### config.mk
export PLATFORM = sky130hd
export DESIGN_NAME = adc_ctl_core
export DESIGN_NICKNAME = d
export VERILOG_FILES = /design/src/rtl/adc_ctl_pkg.sv /design/src/rtl/adc_ctl_busif.sv /design/src/rtl/adc_ctl_regs.sv /design/src/rtl/adc_ctl_seq.sv /design/src/rtl/adc_ctl_core.sv
export SDC_FILE = /design/constraint.sdc
export NUM_CORES = 1
export LEC_CHECK = 0
export BUFFER_PORTS_ARGS = -buffer_cell sky130_fd_sc_hd__buf_2
export CAP_MARGIN = 20
export CELL_PAD_IN_SITES_DETAIL_PLACEMENT = 0
export CELL_PAD_IN_SITES_GLOBAL_PLACEMENT = 1
export CORE_MARGIN = 4
export CORE_UTILIZATION = 31
export CTS_CLUSTER_SIZE = 24
export DETAILED_ROUTE_END_ITERATION = 16
export HOLD_SLACK_MARGIN = 0.02
export PLACE_DENSITY_LB_ADDON = 0.2
export REMOVE_ABC_BUFFERS = 1
export SLEW_MARGIN = 20
export SYNTH_ARGS = -nofsm -noshare
export SYNTH_HDL_FRONTEND = slang
export SYNTH_SLANG_ARGS = --single-unit
### constraint.sdc
create_clock -name clk -period 3.8 [get_ports clk]
set_clock_uncertainty 0.2 [all_clocks]
set_input_delay 0.76 -clock clk [delete_from_list [all_inputs] [get_ports clk]]
set_output_delay 0.76 -clock clk [all_outputs]
set_load 0.01 [all_outputs]
### src/rtl/adc_ctl_pkg.sv
package adc_ctl_pkg;
  localparam int unsigned REG_W = 8;

  localparam int unsigned B_LATCH = 0;
  localparam int unsigned B_CAL   = 1;
  localparam int unsigned B_TRIG  = 2;
  localparam int unsigned B_PDN   = 3;
  localparam int unsigned B_PF    = 5;
  localparam int unsigned B_CERR  = 6;
  localparam int unsigned B_BUSY  = 7;

  typedef enum logic [1:0] {
    SEQ_IDLE = 2'd0,
    SEQ_CAL  = 2'd1,
    SEQ_CONV = 2'd2
  } seq_state_t;

  typedef struct packed {
    logic latched;
    logic trig;
    logic pdn;
    logic pf;
    logic cal_err;
  } ctl_regs_t;

  // Build the status byte from stored fields and live sequencer state.
  function automatic logic [REG_W-1:0] pack_status(ctl_regs_t r, logic in_cal, logic busy);
    logic [REG_W-1:0] s;
    s = '0;
    s[B_LATCH] = r.latched;
    s[B_CAL]   = in_cal;
    s[B_TRIG]  = r.trig;
    s[B_PDN]   = r.pdn;
    s[B_PF]    = r.pf;
    s[B_CERR]  = r.cal_err;
    s[B_BUSY]  = busy;
    return s;
  endfunction

  // The converter clock runs unless sleeping with nothing in flight.
  function automatic logic gate_on(logic pdn, logic busy);
    return !(pdn && !busy);
  endfunction
endpackage

### src/rtl/adc_ctl_busif.sv
module adc_ctl_busif (
  input  logic clk,
  input  logic rst_n,
  input  logic cs_n,
  input  logic wr_n,
  input  logic rd_n,
  input  logic regsel,
  input  logic hbe,
  input  logic cal_pin_n,
  output logic reg_wr_evt,
  output logic conv_wr_evt,
  output logic reg_rd_en,
  output logic cal_pin_evt
);
  logic wr_act, wr_act_q, wr_first, reg_hit, cal_pin_q;

  assign wr_act   = !cs_n && !wr_n;
  assign wr_first = wr_act && !wr_act_q;
  assign reg_hit  = regsel && hbe;

  assign reg_wr_evt  = wr_first && reg_hit;
  assign conv_wr_evt = wr_first && !regsel;
  assign reg_rd_en   = !cs_n && !rd_n && reg_hit;
  assign cal_pin_evt = !cal_pin_n && cal_pin_q;

  always_ff @(posedge clk) begin
    if (!rst_n) begin
      wr_act_q  <= 1'b0;
      cal_pin_q <= 1'b1;
    end else begin
      wr_act_q  <= wr_act;
      cal_pin_q <= cal_pin_n;
    end
  end
endmodule

### src/rtl/adc_ctl_regs.sv
module adc_ctl_regs
  import adc_ctl_pkg::*;
(
  input  logic      clk,
  input  logic      rst_n,
  input  logic      reg_wr_evt,
  input  logic      wd_latch,
  input  logic      wd_trig,
  input  logic      wd_pdn,
  input  logic      wd_pf,
  input  logic      cal_pin_evt,
  input  logic      supply_fail,
  input  logic      cal_go,
  input  logic      ovf_evt,
  output ctl_regs_t regs
);
  always_ff @(posedge clk) begin
    if (!rst_n) begin
      regs <= '0;
    end else if (supply_fail) begin
      regs.latched <= 1'b0;
      regs.trig    <= 1'b0;
      regs.pdn     <= 1'b0;
      regs.pf      <= 1'b1;
      regs.cal_err <= 1'b0;
    end else begin
      if (reg_wr_evt) begin
        regs.latched <= wd_latch;
        regs.trig    <= wd_trig;
        regs.pdn     <= wd_pdn;
        if (!wd_pf) regs.pf <= 1'b0;
      end
      if (cal_pin_evt) regs.pdn <= 1'b0;
      if (cal_go)       regs.cal_err <= 1'b0;
      else if (ovf_evt) regs.cal_err <= 1'b1;
    end
  end
endmodule

### src/rtl/adc_ctl_seq.sv
module adc_ctl_seq
  import adc_ctl_pkg::*;
(
  input  logic clk,
  input  logic rst_n,
  input  logic start_cal,
  input  logic start_chain,
  input  logic start_conv,
  input  logic force_cal,
  input  logic eng_done,
  input  logic eng_ovf,
  output logic busy,
  output logic in_cal,
  output logic chain,
  output logic cal_go,
  output logic ovf_evt,
  output logic cal_req,
  output logic conv_req
);
  seq_state_t state;
  logic       conv_go, idle;

  assign idle    = (state == SEQ_IDLE);
  assign busy    = !idle;
  assign in_cal  = (state == SEQ_CAL);
  assign cal_go  = force_cal || (idle && start_cal);
  assign conv_go = !force_cal &&
                   ((idle && !start_cal && start_conv) || (in_cal && eng_done && chain));
  assign ovf_evt = in_cal && eng_ovf && !force_cal;

  always_ff @(posedge clk) begin
    if (!rst_n) begin
      state    <= SEQ_IDLE;
      chain    <= 1'b0;
      cal_req  <= 1'b0;
      conv_req <= 1'b0;
    end else begin
      cal_req  <= cal_go;
      conv_req <= conv_go;
      if (force_cal) begin
        state <= SEQ_CAL;
        chain <= 1'b0;
      end else begin
        unique case (state)
          SEQ_IDLE: begin
            if (start_cal) begin
              state <= SEQ_CAL;
              chain <= start_chain;
            end else if (start_conv) begin
              state <= SEQ_CONV;
            end
          end
          SEQ_CAL: begin
            if (eng_done) begin
              state <= chain ? SEQ_CONV : SEQ_IDLE;
              chain <= 1'b0;
            end
          end
          SEQ_CONV: if (eng_done) state <= SEQ_IDLE;
          default: state <= SEQ_IDLE;
        endcase
      end
    end
  end
endmodule

### src/rtl/adc_ctl_core.sv
module adc_ctl_core
  import adc_ctl_pkg::*;
(
  input  logic             clk,
  input  logic             rst_n,
  input  logic             bus_cs_n,
  input  logic             bus_wr_n,
  input  logic             bus_rd_n,
  input  logic             bus_regsel,
  input  logic             bus_hbe,
  input  logic [REG_W-1:0] bus_wdata,
  output logic [REG_W-1:0] bus_rdata,
  input  logic             cal_pin_n,
  input  logic             supply_fail,
  input  logic             eng_done,
  input  logic             eng_ovf,
  output logic             cal_req,
  output logic             conv_req,
  output logic             clk_en
);
  logic      reg_wr_evt, conv_wr_evt, reg_rd_en, cal_pin_evt;
  logic      seq_busy, seq_in_cal, seq_chain, cal_go, ovf_evt;
  logic      start_cal, start_chain;
  ctl_regs_t regs;
  logic      unused_wbits;

  assign unused_wbits = ^{bus_wdata[7:6], bus_wdata[4]};

  adc_ctl_busif busif_i (
    .clk(clk), .rst_n(rst_n), .cs_n(bus_cs_n), .wr_n(bus_wr_n), .rd_n(bus_rd_n),
    .regsel(bus_regsel), .hbe(bus_hbe), .cal_pin_n(cal_pin_n),
    .reg_wr_evt(reg_wr_evt), .conv_wr_evt(conv_wr_evt),
    .reg_rd_en(reg_rd_en), .cal_pin_evt(cal_pin_evt)
  );

  assign start_cal   = (reg_wr_evt && bus_wdata[B_CAL]) || cal_pin_evt;
  assign start_chain = reg_wr_evt && bus_wdata[B_CAL] && bus_wdata[B_PDN];

  adc_ctl_seq seq_i (
    .clk(clk), .rst_n(rst_n), .start_cal(start_cal), .start_chain(start_chain),
    .start_conv(conv_wr_evt), .force_cal(supply_fail), .eng_done(eng_done),
    .eng_ovf(eng_ovf), .busy(seq_busy), .in_cal(seq_in_cal), .chain(seq_chain),
    .cal_go(cal_go), .ovf_evt(ovf_evt), .cal_req(cal_req), .conv_req(conv_req)
  );

  adc_ctl_regs regs_i (
    .clk(clk), .rst_n(rst_n), .reg_wr_evt(reg_wr_evt),
    .wd_latch(bus_wdata[B_LATCH]), .wd_trig(bus_wdata[B_TRIG]),
    .wd_pdn(bus_wdata[B_PDN]), .wd_pf(bus_wdata[B_PF]),
    .cal_pin_evt(cal_pin_evt), .supply_fail(supply_fail),
    .cal_go(cal_go), .ovf_evt(ovf_evt), .regs(regs)
  );

  assign bus_rdata = reg_rd_en ? pack_status(regs, seq_in_cal, seq_busy) : '0;
  assign clk_en    = gate_on(regs.pdn, seq_busy);
endmodule

==> metrics.yaml <==
floorplan:
  coreArea_um2: 1710
  die_y_um: 50.4
  start_util_pct: 32.6
  row_count: 15
  die_w_um: 50.4
  io_pins: 30
  die_area_um2: 2540
global_routing:
  grt_pass1_wl_mm: 2.20
  grt_pass1_vias: 539
  grt-ovfl-total: 0
  antenna_found_initial: 0
  grt_max_degree: 8
  grtUsageTotal_pct: 11.7
clock_network:
  cts_tree: "yes"
  cts_resized: 0
  post_cts_buffers: 0
  cts_made_buffers: 3
  cts-htree-levels: 1
  path_clk_slew_ns: 0.06
  clock-sinks: 12
  clkLatencyLatePin_ns: 0.26
  clock-root-buffer: "clkbuf_4"
  hold_buffers: 0
  ctsLongestPathBuffers: 2
yosys:
  synth_edf_count: 0
  ys_ff_latch: 12
  yosys.area.top_type: "dfxtp_1"
  ys.flop_type: "dfxtp_1"
  netlist_top_cells_count: "dfxtp_1, nor2_1, nand2_1"
  synthMostInstantiatedCell: "dfxtp_1"
  synth_top_area_share_pct: 43.1
  post_synth.cell_area_avg_um2: 8.57
  ys_warn_count: 0
  synthCells: 65
  synthTopCellsByArea: "dfxtp_1, nor2_1, and2_1"
  syn_area_um2: 557
  yosysUniqueCellTypes: 26
  yosysSeqAreaShare_pct: 43.1
  ys_async_sr_fraction_pct: 0
timing:
  finalHoldViolCount: 0
  final_max_slew_viol_count: 0
  setup_violations: 0
  holdWs_ns: 0.287
  rsz0062_at_grt: "no"
  fmax_mhz: 384
  min_period_over_period_pct: 68.6
  post-route-min-period_ns: 2.61
  worst_slack_ns: 1.19
  fin_setup_tns_ns: 0
detailed_routing:
  vias: 508
  drtIter0Drc: 1
  routed_wl_mm: 1.32
  drc: 0
  post_drt_wl_per_cell_um: 11.3
  antenna_left: 0
  viasPerCell: 4.34
  first_pass_iters: 2
worst_hold_path:
  hp-class: "reg2reg"
  hold_end: "regs_i.regs[3]"
  min_from: "regs_i.regs[3]"
  hold_depth: 2
pwr:
  pwr-share-clk_pct: 30.6
  p_seq_share_pct: 54.8
  p_comb_share_pct: 14.6
  switchingPower_w: 0.0000590
  vdd_drop_max_mv: 0.190
  p_per_area_nw_per_um2: 333
  power.leakage_nw: 0.319
  p_int_w: 0.000183
  p_sw_share_pct: 24.3
placed_design:
  dp_slack_ns: 1.15
  numPortBuffers: 25
  hpwlAfterDp_mm: 1.07
  dp.cells: 114
  place_congestion: 0.715
worst_setup_path:
  r2r-start: "seq_i.state[0]"
  arrival_ns: 1.65
  critPathCaptureType: "output port"
  r2r-end: "seq_i.chain"
  startpoint_type: "primary input"
  crit_fanout: 5
  ff2ff_setup_slack_ns: 2.40
  cp_data_required_time_ns: 2.84
  critPathKind: "in2out"
  rr_worst_depth: 3
final_layout:
  fin_util_pct: 42.6
  fillers: 191
  drive_above_1_share_pct: 34.8
  syn_to_final_growth_pct: 30.8
  finalNetCount: 113
  n_antenna_cell: 0
  finalNonFillerCells: 117
run:
  max_cap_viol_count: 0
outcome:
  status: "finished clean"
-- cells by family after synthesis --
group | after synthesis | share of synthesized area [%]
flip-flops | 12 | 43.1
AND/OR/NAND/NOR | 37 | 35.1
multiplexers | 3 | 5.39
other | 1 | 0.674
AO/OA/AOI/OAI | 11 | 14.4
buffers and inverters | 1 | 1.35
-- layout by cell type (no fill, tap or decap), types with 2 or more instances in the layout --
cell	instances
nand2_1	6
nor2b_1	2
a21oi_1	3
mux2i_1	3
buf_2	25
nor3_1	2
nor2_1	10
clkbuf_4	3
nand2b_1	4
nand3_1	2
and2_1	5
dfxtp_1	12
-- power by group through the flow --
stage	Clock, W	Combinational (W)	Sequential [W]
after floorplan	0	0.0000187	0.000136
after global placement	0	0.0000355	0.000136
after detailed placement	0	0.0000356	0.000136
after CTS	0.0000790	0.0000359	0.000133
after global routing	0.0000854	0.0000396	0.000134
final	0.0000741	0.0000354	0.000133
-- stage by stage --
step	cell area (um2)	power [W]
after floorplan	549	0.000155
after global placement	706	0.000171
after detailed placement	706	0.000172
after CTS	728	0.000248
after global routing	728	0.000259
final	728	0.000243
-- layer usage --
layer	global-route usage [%]	vias to the layer above	wire, um
li1	-	279	-
met1	15.1	210	675
met2	16.3	19	553
met3	4.75	0	93
met4	6.73	0	0
met5	0	-	0
-- area by class of cell --
cell class / count / area [um2] / share of cell area, %
tap: 25 / 31.3 / 4.30
clock buffer: 3 / 22.5 / 3.09
multi-input combinational: 52 / 309 / 42.4
timing repair buffer: 25 / 125 / 17.2
sequential: 12 / 240 / 33.0
-- registers in the layout, summed over array words and instances (netlist names) --
name	flops
busif_i.wr_act_q	1
regs_i.regs	5
seq_i.state	2
seq_i.chain	1
busif_i.cal_pin_q	1
seq_i.cal_req	1
seq_i.conv_req	1
-- worst max path at each step --
stage                   from  slack (ns)            to  depth (start not counted)
finish               bus_hbe        1.19  bus_rdata[6]                          5
global route         bus_hbe        1.05  bus_rdata[0]                          5
CTS                  bus_hbe        1.15  bus_rdata[6]                          5
detailed placement   bus_hbe        1.15  bus_rdata[6]                          5
global placement     bus_hbe        1.14  bus_rdata[6]                          5
floorplan           bus_cs_n        1.51  bus_rdata[1]                          2
-- critical path, stage by stage --
cell and delay [ns]:
buf_2 0.10, nand2_1 0.08, nor3_1 0.38, and2_1 0.20, buf_2 0.13
(Power assumes the default switching activity.)
